--- src/rtl/cmq_pkg.sv ---
package cmq_pkg;
    localparam int DW    = 32;
    localparam int REG_W = 3;

    localparam logic [REG_W-1:0] REG_MODE  = 3'd0;
    localparam logic [REG_W-1:0] REG_ADDR  = 3'd1;
    localparam logic [REG_W-1:0] REG_SIZE  = 3'd2;
    localparam logic [REG_W-1:0] REG_RSTAT = 3'd3;
    localparam logic [REG_W-1:0] REG_QSTAT = 3'd4;
    localparam logic [REG_W-1:0] REG_PRIM  = 3'd5;

    localparam int SCOPE_LO   = 17;
    localparam int NOTIFY_BIT = 15;
    localparam int RS_FULL    = 1;
    localparam int RS_FAIL    = 0;
    localparam int QS_DONE    = 2;
    localparam int QS_EXEC    = 1;
    localparam int QS_QUEUED  = 0;
    localparam logic [DW-1:0] SYNC_CODE = 32'h8;
endpackage

--- src/rtl/cmq_fifo.sv ---
module cmq_fifo #(
    parameter int W     = 8,
    parameter int DEPTH = 4
) (
    input  logic                       clk,
    input  logic                       rst_n,
    input  logic                       push,
    input  logic                       pop,
    input  logic [W-1:0]               wdata,
    output logic [W-1:0]               rdata,
    output logic [$clog2(DEPTH+1)-1:0] count
);
    localparam int PW = (DEPTH > 1) ? $clog2(DEPTH) : 1;
    localparam int CW = $clog2(DEPTH + 1);

    typedef struct packed {
        logic [PW-1:0] wp;
        logic [PW-1:0] rp;
        logic [CW-1:0] cnt;
    } fifo_st_t;

    fifo_st_t q, d;
    logic [W-1:0] mem [DEPTH];

    function automatic logic [PW-1:0] nxt(input logic [PW-1:0] p);
        return (p == PW'(DEPTH - 1)) ? '0 : p + PW'(1);
    endfunction

    always_comb begin
        d = q;
        if (push) d.wp = nxt(q.wp);
        if (pop)  d.rp = nxt(q.rp);
        case ({push, pop})
            2'b10:   d.cnt = q.cnt + CW'(1);
            2'b01:   d.cnt = q.cnt - CW'(1);
            default: d.cnt = q.cnt;
        endcase
    end

    always_ff @(posedge clk or negedge rst_n) begin
        if (!rst_n) q <= '0;
        else        q <= d;
    end

    always_ff @(posedge clk) begin
        if (push) mem[q.wp] <= wdata;
    end

    assign rdata = mem[q.rp];
    assign count = q.cnt;
endmodule

--- src/rtl/cmq_lock.sv ---
module cmq_lock #(
    parameter int NCPU = 4
) (
    input  logic                    clk,
    input  logic                    rst_n,
    input  logic                    take,
    input  logic                    rel,
    input  logic [$clog2(NCPU)-1:0] cpu,
    output logic                    held,
    output logic [$clog2(NCPU)-1:0] owner
);
    localparam int CW = $clog2(NCPU);

    typedef struct packed {
        logic          held;
        logic [CW-1:0] owner;
    } lock_st_t;

    lock_st_t q, d;

    always_comb begin
        d = q;
        if (rel) begin
            d.held = 1'b0;
        end else if (take) begin
            d.held  = 1'b1;
            d.owner = cpu;
        end
    end

    always_ff @(posedge clk or negedge rst_n) begin
        if (!rst_n) q <= '0;
        else        q <= d;
    end

    assign held  = q.held;
    assign owner = q.owner;
endmodule

--- src/rtl/cmq_frontend.sv ---
module cmq_frontend
    import cmq_pkg::*;
#(
    parameter int NCPU  = 4,
    parameter int DEPTH = 4,
    parameter int AW    = 32
) (
    input  logic                    clk,
    input  logic                    rst_n,
    input  logic                    bus_valid,
    input  logic                    bus_write,
    input  logic [2:0]              bus_reg,
    input  logic [$clog2(NCPU)-1:0] bus_cpu,
    input  logic [31:0]             bus_wdata,
    output logic [31:0]             bus_rdata,
    output logic                    bus_ready,
    output logic                    eng_req,
    output logic [1:0]              eng_op,
    output logic                    eng_all,
    output logic [AW-1:0]           eng_addr,
    output logic [AW-1:0]           eng_size,
    output logic [$clog2(NCPU)-1:0] eng_cpu,
    input  logic                    eng_done
);
    localparam int CW = $clog2(NCPU);
    localparam int QW = $clog2(DEPTH + 1);

    typedef struct packed {
        logic [1:0]    op;
        logic          all;
        logic          notify;
        logic [AW-1:0] addr;
        logic [AW-1:0] size;
        logic [CW-1:0] cpu;
    } entry_t;

    localparam int EW = $bits(entry_t);

    typedef struct packed {
        logic [1:0]                m_op;
        logic                      m_all;
        logic                      m_nt;
        logic [AW-1:0]             addr;
        logic [AW-1:0]             size;
        logic [NCPU-1:0]           fail;
        logic [NCPU-1:0]           done;
        logic [NCPU-1:0][QW-1:0]   qcnt;
        logic                      act_vld;
        entry_t                    act;
        logic                      sync;
    } state_t;

    state_t q, d;

    logic          push, pop;
    entry_t        new_e, head_e;
    logic [EW-1:0] head_raw;
    logic [QW-1:0] fifo_cnt;
    logic          lk_take, lk_rel, lk_held;
    logic [CW-1:0] lk_owner;
    logic          rd, wr, own, full, busy;

    cmq_fifo #(.W(EW), .DEPTH(DEPTH)) u_fifo (
        .clk   (clk),
        .rst_n (rst_n),
        .push  (push),
        .pop   (pop),
        .wdata (new_e),
        .rdata (head_raw),
        .count (fifo_cnt)
    );

    cmq_lock #(.NCPU(NCPU)) u_lock (
        .clk   (clk),
        .rst_n (rst_n),
        .take  (lk_take),
        .rel   (lk_rel),
        .cpu   (bus_cpu),
        .held  (lk_held),
        .owner (lk_owner)
    );

    assign head_e = entry_t'(head_raw);

    always_comb begin
        d         = q;
        push      = 1'b0;
        pop       = 1'b0;
        lk_take   = 1'b0;
        lk_rel    = 1'b0;
        bus_ready = 1'b1;
        bus_rdata = '0;

        rd   = bus_valid && !bus_write;
        wr   = bus_valid && bus_write;
        own  = lk_held && (lk_owner == bus_cpu);
        full = (fifo_cnt == QW'(DEPTH));
        busy = (fifo_cnt != '0) || q.act_vld;

        new_e.op     = q.m_op;
        new_e.all    = q.m_all;
        new_e.notify = q.m_nt;
        new_e.addr   = q.m_all ? '0 : q.addr;
        new_e.size   = q.m_all ? '0 : q.size;
        new_e.cpu    = bus_cpu;

        // read data and the sync stall
        if (rd) begin
            case (bus_reg)
                REG_RSTAT: begin
                    bus_rdata[RS_FULL] = own && full;
                    bus_rdata[RS_FAIL] = q.fail[bus_cpu];
                end
                REG_QSTAT: begin
                    bus_rdata[QS_DONE]   = q.done[bus_cpu];
                    bus_rdata[QS_EXEC]   = q.act_vld && (q.act.cpu == bus_cpu);
                    bus_rdata[QS_QUEUED] = (q.qcnt[bus_cpu] != '0);
                end
                REG_PRIM: bus_ready = !(q.sync && busy);
                default: ;
            endcase
        end

        // engine slot: retire, then refill from the queue head
        if (q.act_vld && eng_done) d.act_vld = 1'b0;
        if (!q.act_vld && (fifo_cnt != '0)) begin
            pop                  = 1'b1;
            d.act_vld            = 1'b1;
            d.act                = head_e;
            d.qcnt[head_e.cpu]   = d.qcnt[head_e.cpu] - QW'(1);
        end

        if (q.sync && !busy) d.sync = 1'b0;

        if (wr) begin
            case (bus_reg)
                REG_MODE: begin
                    if (!lk_held || own) begin
                        lk_take = 1'b1;
                        d.m_op  = bus_wdata[1:0];
                        d.m_all = |bus_wdata[SCOPE_LO+1:SCOPE_LO];
                        d.m_nt  = bus_wdata[NOTIFY_BIT];
                    end else begin
                        d.fail[bus_cpu] = 1'b1;
                    end
                end
                REG_ADDR: begin
                    if (own) d.addr = bus_wdata[AW-1:0];
                    else     d.fail[bus_cpu] = 1'b1;
                end
                REG_SIZE: begin
                    if (own) d.size = bus_wdata[AW-1:0];
                    else     d.fail[bus_cpu] = 1'b1;
                end
                REG_QSTAT: if (bus_wdata[QS_DONE]) d.done[bus_cpu] = 1'b0;
                REG_PRIM:  if (bus_wdata == SYNC_CODE) d.sync = 1'b1;
                default: ;
            endcase
        end

        // registration commit on the status read
        if (rd && (bus_reg == REG_RSTAT)) begin
            d.fail[bus_cpu] = 1'b0;
            if (own) begin
                lk_rel = 1'b1;
                if (!full && !q.fail[bus_cpu]) begin
                    push               = 1'b1;
                    d.qcnt[bus_cpu]    = d.qcnt[bus_cpu] + QW'(1);
                end
            end
        end

        if (q.act_vld && eng_done && q.act.notify) d.done[q.act.cpu] = 1'b1;
    end

    always_ff @(posedge clk or negedge rst_n) begin
        if (!rst_n) q <= '0;
        else        q <= d;
    end

    assign eng_req  = q.act_vld;
    assign eng_op   = q.act.op;
    assign eng_all  = q.act.all;
    assign eng_addr = q.act.addr;
    assign eng_size = q.act.size;
    assign eng_cpu  = q.act.cpu;
endmodule

--- config.mk ---
export PLATFORM = sky130hd
export DESIGN_NAME = cmq_frontend
export DESIGN_NICKNAME = d
export VERILOG_FILES = /design/src/rtl/cmq_pkg.sv /design/src/rtl/cmq_fifo.sv /design/src/rtl/cmq_lock.sv /design/src/rtl/cmq_frontend.sv
export SDC_FILE = /design/constraint.sdc
export NUM_CORES = 1
export LEC_CHECK = 0
export BUFFER_PORTS_ARGS = -buffer_cell sky130_fd_sc_hd__buf_4
export CORE_AREA = 2 2 179 181
export CTS_BUF_LIST = sky130_fd_sc_hd__clkbuf_16
export DETAILED_ROUTE_END_ITERATION = 6
export DIE_AREA = 0 0 181 183
export PLACE_DENSITY_LB_ADDON = 0.12
export SLEW_MARGIN = 40
export SYNTH_ARGS = -nofsm -noshare
export SYNTH_HDL_FRONTEND = slang
export SYNTH_SLANG_ARGS = --single-unit
--- constraint.sdc ---
create_clock -name clk -period 4.23 [get_ports clk]
set_input_delay 0.2115 -clock clk [delete_from_list [all_inputs] [get_ports clk]]
set_output_delay 0.2115 -clock clk [all_outputs]
set_load 0.02 [all_outputs]
==> results_dict.tcl, run 1 <==
set metrics [dict create \
    wire_per_inst_um 22.0 \
    detailroute.via_count 9114 \
    grt_max_degree 96 \
    utilization_pct 67.1 \
    drive_above_1_share_pct 36.0 \
    fp-row-count 65 \
    hold_violations 0 \
    die_area_um2 33100 \
    initial_core_utilization_pct 59.0 \
    die_h_um 183 \
    arrival_worst_endpoint_ns 3.58 \
    port-buffer-count 115 \
    globalplace.congestion 0.832 \
    critical_register_to_register_path_startpoint "u_fifo.q[3]$_DFFE_PN0N_" \
    initial_antenna_violation_count 1 \
    timing.critical_path.to_type "register" \
    netlist_area_um2 18400 \
    slew_violations 0 \
    dr.pass1.iters 5 \
    required_time_at_the_worst_slack_endpoint_ns 4.65 \
    critPathKind "reg -> reg" \
    htreeDepth 2 \
    worst-slew-pin-transition_ns 0.859 \
    timing.critical_path.from_type "register" \
    p_leak_nw 8.30 \
    clock_insertion_delay_worst_skew_ns 0.54 \
    setup_violations 0 \
    timing.final.crit_period_ns 3.17 \
    avgViaCountPerCell 5.76 \
    cp_depth 10 \
    fp.coreArea_um2 31200 \
    worst_ir_drop_vdd_uv 435 \
    ff2ff_setup_slack_ns 1.06 \
    syn_avg_cell_area_um2 17.7 \
    power.share.switching_pct 29.1 \
    timing.critical_path.max_delay_family "multiplexers" \
    status "finished, final reports clean" \
    critical-path-max-stage-delay_ns 0.65 \
    cts.path.max_buffers 3 \
    dp_hpwl_mm 20.9 \
    clk_root_buffer_cell "sky130_fd_sc_hd__clkbuf_16" \
    drt_drc_violations_left 0 \
    final_net_count 1194 \
    route.antenna.remaining_nets 0 \
    grt_pass1_wl_mm 54.4 \
    cp.buffers_inverters 2 \
    clock_tree_from_tritoncts "built" \
    drt-initial-drc-count 767 \
    crit_path_max_fanout 11 \
    post_synth_edffs 280 \
    most-common-layout-cells "280 x sky130_fd_sc_hd__edfxtp_1, 167 x sky130_fd_sc_hd__dfrtp_1, 142 x sky130_fd_sc_hd__mux2_2" \
    master_of_the_slowest_instance_on_the_critical_path "sky130_fd_sc_hd__mux4_2" \
    crit_end "q[73]$_DFF_PN0_" \
    ys_seq_area_share_pct 68.7 \
    grt_remaining_overflow 0 \
    rsz0062_at_grt "no" \
    number_of_synthesized_register_bits 450 \
    grt_use_met1_pct 31.0 \
    path_depth_of_the_worst_reg2reg_path 10 \
    p_int_mw 9.15 \
    p_comb_share_pct 27.3 \
    clk_pin_slew_worst_paths_ns 0.06 \
    post-route-period-util_pct 74.9 \
    via_count_of_the_first_global_routing_pass 9370 \
    postSynth.topFlopCell "sky130_fd_sc_hd__edfxtp_1" \
    slew_headroom_pct 42.7 \
    routed_wirelength_mm 34.7 \
    post-place-ws_ns 1.09 \
    yosysWarnings 0 \
    worst_r2r_endpoint "q[73]$_DFF_PN0_" \
    seqPwrFrac_pct 44.1 \
    timing.critical_path.from "u_fifo.q[3]$_DFFE_PN0N_" \
    global_route.usage.met3_pct 2.92 \
    maxCapViolCount 0 \
    async_reset_ff_share_pct 37.8 \
    globalRoute.busiestLayer "met2" \
    layout_setup_ws_ns 1.06 \
    die_w_um 181 \
    number_of_clock_sinks 450 \
    cts_made_buffers 45 \
    worstPathCellList "mux4_2 > mux4_2 > inv_1 > ha_1 > inv_1 > mux2i_1 > o22ai_1 > a221o_1 > ha_1 > mux2_2" \
    area_growth_syn_to_layout_pct 13.8 \
    grt.total_usage_pct 21.6 \
    cts_post_setup_buffers_inserted 0 \
    setup_tns_ns 0 \
    max_clock_freq_ghz 0.316 \
    most_common_cell_after_layout_fill_and_taps_aside "sky130_fd_sc_hd__edfxtp_1" \
    final_skew_ns 0.0195 \
    synth_cell_type_count 48 \
    clkPwrFrac_pct 28.6 \
    post_synth_inst_count 1041 \
    total_switching_power_mw 3.75 \
    grt.met2_usage_pct 35.6 \
    timing.hold.worst.class "in -> reg" \
    cellPowerDensity_nw_per_um2 615 \
    ios 145 \
]
registers in the layout (all words and copies together) (netlist names):
register,count
eng_op,2
u_fifo.mem,280
new_e,4
u_lock.owner,2
u_lock.held,1
eng_addr,32
eng_size,32
u_fifo.count,3
eng_cpu,2
eng_req,1
u_fifo.q,4
q,86
eng_all,1
layout make-up:
class,instances,area [um2]
tap,402,503
inverter,14,52.6
fill,2164,10300
clock buffer,45,1130
clock inverter,38,241
sequential,450,12700
multi-input combinational,464,4930
timing repair buffer,168,1440
antenna,1,2.50
power groups by stage:
stage	combinational, mW	sequential (mW)	clock [mW]
4_1_cts	3.57	5.70	3.77
3_5_place_dp	3.53	5.78	0
2_1_floorplan	2.99	5.61	0
3_3_place_gp	3.45	5.78	0
5_1_grt	3.78	5.77	3.94
6_report	3.52	5.70	3.69
kinds of logic after synthesis:
kind of cell / share of synthesized area (%)
DFF: 68.7
muxes: 18.1
xor gates and xnor gates: 1.09
and+or+nand+nor: 5.02
other: 0.0204
AOI/OAI and AO/OA: 1.15
buffers and inverters: 5.28
adders and majority gates: 0.652
what timing repair did:
item,CTS,global route
hold buffers,34,0
setup endpoints to repair,0,0
gates resized for setup,0,0
hold endpoints to repair,165,0
synthesized netlist by cell type, types with 2 or more instances:
library cell | count | area [um2]
sky130_fd_sc_hd__buf_1 | 4 | 15.0
sky130_fd_sc_hd__inv_1 | 14 | 52.6
sky130_fd_sc_hd__buf_6 | 2 | 22.5
sky130_fd_sc_hd__nor4b_2 | 2 | 30.0
sky130_fd_sc_hd__nor4b_4 | 2 | 47.6
sky130_fd_sc_hd__nand4_1 | 5 | 31.3
sky130_fd_sc_hd__o31ai_1 | 3 | 22.5
sky130_fd_sc_hd__buf_4 | 97 | 728
sky130_fd_sc_hd__nand3_1 | 8 | 40.0
sky130_fd_sc_hd__a211oi_1 | 2 | 15.0
sky130_fd_sc_hd__nor3b_1 | 2 | 15.0
sky130_fd_sc_hd__nor2b_1 | 66 | 413
sky130_fd_sc_hd__o21ai_0 | 11 | 55.1
sky130_fd_sc_hd__mux2i_1 | 6 | 60.1
sky130_fd_sc_hd__edfxtp_1 | 280 | 8410
sky130_fd_sc_hd__nor2_1 | 10 | 37.5
sky130_fd_sc_hd__ha_1 | 8 | 100
sky130_fd_sc_hd__buf_2 | 10 | 50.1
sky130_fd_sc_hd__nor4_2 | 2 | 25.0
sky130_fd_sc_hd__clkbuf_1 | 28 | 105
sky130_fd_sc_hd__xor2_1 | 6 | 52.6
sky130_fd_sc_hd__and3_1 | 3 | 18.8
sky130_fd_sc_hd__a21oi_1 | 13 | 65.1
sky130_fd_sc_hd__nor4_1 | 8 | 50.1
sky130_fd_sc_hd__o22ai_1 | 2 | 12.5
sky130_fd_sc_hd__nand2_1 | 14 | 52.6
sky130_fd_sc_hd__mux4_2 | 74 | 1670
sky130_fd_sc_hd__nand2b_1 | 2 | 12.5
sky130_fd_sc_hd__and2_1 | 5 | 31.3
sky130_fd_sc_hd__nor3_1 | 6 | 30.0
sky130_fd_sc_hd__nand4b_1 | 3 | 26.3
sky130_fd_sc_hd__dfrtp_1 | 170 | 4250
sky130_fd_sc_hd__mux2_2 | 142 | 1600
sky130_fd_sc_hd__xnor2_1 | 17 | 149
routing by layer:
metal,up-vias,wire (um)
met1,4764,15200
li1,4017,-
met4,0,800
met5,-,0
met3,63,1740
met2,270,17000
worst reg2reg max path, delay by kind of cell (launching register included):
kind | cells | cell delay (ns)
DFF | 1 | 0.43
muxes | 4 | 1.49
buffers and inverters | 2 | 0.10
adders and majority gates | 2 | 0.64
AOI/OAI and AO/OA | 2 | 0.39
worst min-delay path by stage:
stage                    start                    endpoint  slack [ns]  cells after the start
global placement      eng_done         eng_req$_DFFE_PN0P_        0.41                      2
floorplan                rst_n     eng_addr[0]$_DFFE_PN0N_       -0.08                      0
global route        bus_cpu[0]  u_fifo.mem[1][0]$_DFFE_PP_        0.06                      1
detailed placement       rst_n          q[112]$_DFFE_PN0P_        0.33                      1
CTS                 bus_reg[0]     u_lock.held$_DFFE_PN0P_        0.03                      3
finish              bus_reg[0]     u_lock.held$_DFFE_PN0P_        0.05                      3
stage by stage:
stage | hold WS, ns | total power [mW] | cells | cell area [um2]
after detailed placement | 0.331 | 9.31 | 1463 | 19200
after floorplan | -0.0841 | 8.60 | 1069 | 18500
after global placement | 0.410 | 9.24 | 1462 | 19200
after global routing | 0.0557 | 13.5 | 1582 | 21000
after CTS | 0.0292 | 13.0 | 1580 | 20900
final | 0.0524 | 12.9 | 1582 | 21000
No activity file was read; power rests on OpenSTA's default activity.
==> inputs of run 2 (changes only) <==
--- a/config.mk
+++ b/config.mk
@@ -5,11 +5,12 @@
 export SDC_FILE = /design/constraint.sdc
 export NUM_CORES = 1
 export LEC_CHECK = 0
+export ABC_AREA = 1
 export BUFFER_PORTS_ARGS = -buffer_cell sky130_fd_sc_hd__buf_4
-export CORE_AREA = 2 2 179 181
+export CORE_AREA = 2 2 190 192
 export CTS_BUF_LIST = sky130_fd_sc_hd__clkbuf_16
 export DETAILED_ROUTE_END_ITERATION = 6
-export DIE_AREA = 0 0 181 183
+export DIE_AREA = 0 0 192 194
 export PLACE_DENSITY_LB_ADDON = 0.12
 export SLEW_MARGIN = 40
 export SYNTH_ARGS = -nofsm -noshare
==> constraint.sdc (replaced) <==
create_clock -name clk -period 2.9 [get_ports clk]
set_input_delay 0.145 -clock clk [delete_from_list [all_inputs] [get_ports clk]]
set_output_delay 0.145 -clock clk [all_outputs]
set_load 0.02 [all_outputs]
==> results_dict.tcl, run 2 <==
set metrics [dict create \
    status "finished, final reports clean" \
    global_route.usage.met3_pct 4.22 \
    p_leak_nw 8.61 \
    port-buffer-count 115 \
    timing.critical_path.to_type "register" \
    crit_end "q[0]$_DFF_PN0_" \
    die_w_um 192 \
    timing.critical_path.from_type "primary input" \
    grt.total_usage_pct 24.2 \
    rsz0062_at_grt "no" \
    insertedDiodeCount 0 \
    post_synth_edffs 280 \
    htreeDepth 2 \
    netlist_area_um2 18900 \
    total_power_mw 20.5 \
    drt-initial-drc-count 909 \
    most-common-layout-cells "420 x sky130_fd_sc_hd__nor2_1, 280 x sky130_fd_sc_hd__edfxtp_1, 227 x sky130_fd_sc_hd__o21ai_0" \
    cts_made_buffers 46 \
    post_synth_inst_count 1769 \
    arrival_worst_endpoint_ns 3.18 \
    avgViaCountPerCell 5.31 \
    biggestRegsByFlops "u_fifo.mem x280, q x86" \
    grt_use_met1_pct 34.7 \
    route.antenna.remaining_nets 0 \
    area_growth_syn_to_layout_pct 13.8 \
    worst_r2r_endpoint "q[80]$_DFF_PN0_" \
    setup_violations 0 \
    critPathKind "in -> reg" \
    worst_ir_drop_vdd_uv 713 \
    utilization_pct 60.9 \
    postSynth.topFlopCell "sky130_fd_sc_hd__edfxtp_1" \
    post-route-period-util_pct 93.4 \
    grt.met2_usage_pct 38.3 \
    globalRoute.busiestLayer "met2" \
    synth.top_cells.by_area "sky130_fd_sc_hd__edfxtp_1 45%, sky130_fd_sc_hd__dfrtp_1 23%, sky130_fd_sc_hd__nor2_1 8.5%, sky130_fd_sc_hd__o21ai_0 6.1%, sky130_fd_sc_hd__buf_4 3.9%" \
    initial_antenna_violation_count 2 \
    synth_top_cell_by_area "sky130_fd_sc_hd__edfxtp_1" \
    fp.coreArea_um2 35200 \
    slew_headroom_pct 44.6 \
    die_h_um 194 \
    path_depth_of_the_worst_reg2reg_path 19 \
    wire_per_inst_um 18.8 \
    grt_pass1_wl_mm 68.8 \
    globalplace.congestion 0.872 \
    via_count_of_the_first_global_routing_pass 12200 \
    number_of_clock_sinks 450 \
    hold_violations 0 \
    routed_wirelength_mm 44.0 \
    fp-row-count 69 \
    required_time_at_the_worst_slack_endpoint_ns 3.37 \
    drive_above_1_share_pct 12.8 \
    largest_reg_flops 280 \
    ios 145 \
    cellPowerDensity_nw_per_um2 955 \
    yosysMostFrequentCell "sky130_fd_sc_hd__nor2_1" \
    synth_commonest_cells "425 x sky130_fd_sc_hd__nor2_1, 280 x sky130_fd_sc_hd__edfxtp_1, 228 x sky130_fd_sc_hd__o21ai_0, 170 x sky130_fd_sc_hd__dfrtp_1, 147 x sky130_fd_sc_hd__nand2_1" \
    synth_cell_type_count 44 \
    initial_core_utilization_pct 53.5 \
    clock_insertion_delay_worst_skew_ns 0.54 \
    timing.critical_path.from "bus_wdata[7]" \
    final_skew_ns 0.0137 \
    ys_seq_area_share_pct 67.1 \
    dr.pass1.iters 5 \
    slew_violations 0 \
    synth_top_area_share_pct 44.6 \
    timing.final.crit_period_ns 2.71 \
    async_reset_ff_share_pct 37.8 \
    layout.filler_cells 2912 \
    clock_tree_from_tritoncts "built" \
    die_area_um2 37200 \
    largest-register "u_fifo.mem" \
    clk_root_buffer_cell "sky130_fd_sc_hd__clkbuf_16" \
    dp_hpwl_mm 26.6 \
    max_clock_freq_ghz 0.369 \
    ff2ff_setup_slack_ns 0.25 \
    grt_max_degree 119 \
    syn_avg_cell_area_um2 10.7 \
    detailroute.via_count 12400 \
    timing.hold.worst.class "in -> reg" \
    grt_remaining_overflow 0 \
    maxCapViolCount 0 \
    number_of_synthesized_register_bits 450 \
    most_common_cell_after_layout_fill_and_taps_aside "sky130_fd_sc_hd__nor2_1" \
    holdWs_ns 0.0402 \
    cts.path.max_buffers 3 \
    clk_pin_slew_worst_paths_ns 0.06 \
    hold_depth 3 \
    yosysWarnings 0 \
    worst-slew-pin-transition_ns 0.831 \
    drt_drc_violations_left 0 \
    crit_path_max_fanout 2 \
    final_net_count 1895 \
    critical_register_to_register_path_startpoint "u_fifo.q[3]$_DFFE_PN0N_" \
]
-- run 2: worst min-delay path by stage --
stage / start / end / slack [ns]
4_1_cts: bus_wdata[5] / q[129]$_DFFE_PN0P_ / 0.008
6_report: bus_wdata[2] / q[94]$_DFFE_PN0P_ / 0.04
5_1_grt: bus_wdata[5] / q[129]$_DFFE_PN0P_ / 0.03
2_1_floorplan: rst_n / eng_addr[0]$_DFFE_PN0N_ / -0.15
3_5_place_dp: rst_n / eng_size[3]$_DFFE_PN0N_ / 0.20
3_3_place_gp: rst_n / eng_size[3]$_DFFE_PN0N_ / 0.20
-- run 2: cell families (layout without fill, tap and decap cells) --
| logic type | Yosys count | in the layout | synth area share (%) |
|---|---|---|---|
| simple gates | 636 | 636 | 13.6 |
| flops | 450 | 450 | 67.1 |
| compound gates | 341 | 341 | 9.80 |
| buf+inv | 328 | 412 | 8.60 |
| fa+ha+maj | 9 | 9 | 0.637 |
| xor+xnor | 4 | 4 | 0.186 |
| other cells | 1 | 29 | 0.0199 |
-- run 2: power by group --
part / total (mW) / switching, mW / internal (mW)
clock network: 5.41 / 2.34 / 3.06
registers: 8.49 / 0.688 / 7.80
logic: 6.61 / 4.32 / 2.28
-- run 2: per-layer routing --
metal / vias up / wire (um) / share of wire [%]
li1: 5963 / - / -
met1: 5984 / 19400 / 44
met2: 398 / 20600 / 47
met3: 82 / 2930 / 6.7
met4: 2 / 1080 / 2.4
met5: - / 16 / 0.036
-- run 2: through the flow --
step / std cells / setup TNS (ns) / instance area, um2 / setup WS (ns)
floorplan: 1797 / -173.12 / 19000 / -0.618
global placement: 2222 / 0 / 19700 / 0.287
CTS: 2342 / 0 / 21500 / 0.202
detailed placement: 2223 / 0 / 19700 / 0.220
finish: 2342 / 0 / 21500 / 0.192
global route: 2342 / 0 / 21500 / 0.0242
-- run 2: critical path: stages --
cell and delay (ns):
sky130_fd_sc_hd__dlygate4sd3_1 0.53, sky130_fd_sc_hd__buf_4 0.15, sky130_fd_sc_hd__nor4_1 0.27, sky130_fd_sc_hd__dlygate4sd3_1 0.59, sky130_fd_sc_hd__nand4_1 0.07, sky130_fd_sc_hd__dlygate4sd3_1 0.59, sky130_fd_sc_hd__o41ai_1 0.23, sky130_fd_sc_hd__dlygate4sd3_1 0.60
-- run 2: final cells by class --
cell class	count	area, um2	share of cell area (%)
Multi-Input combinational cell	1019	4710	22.0
Clock buffer	48	1200	5.60
Inverter	148	563	2.62
Clock inverter	37	180	0.840
Timing Repair Buffer	179	1560	7.25
Sequential cell	450	12700	59.0
Tap cell	461	577	2.69
-- run 2: timing repair --
action | in CTS | in global routing
hold buffers | 34 | 0
endpoints found under the setup margin | 0 | 4
hold endpoints to repair | 123 | 0
setup buffers | 0 | 0
resized for setup | 0 | 2
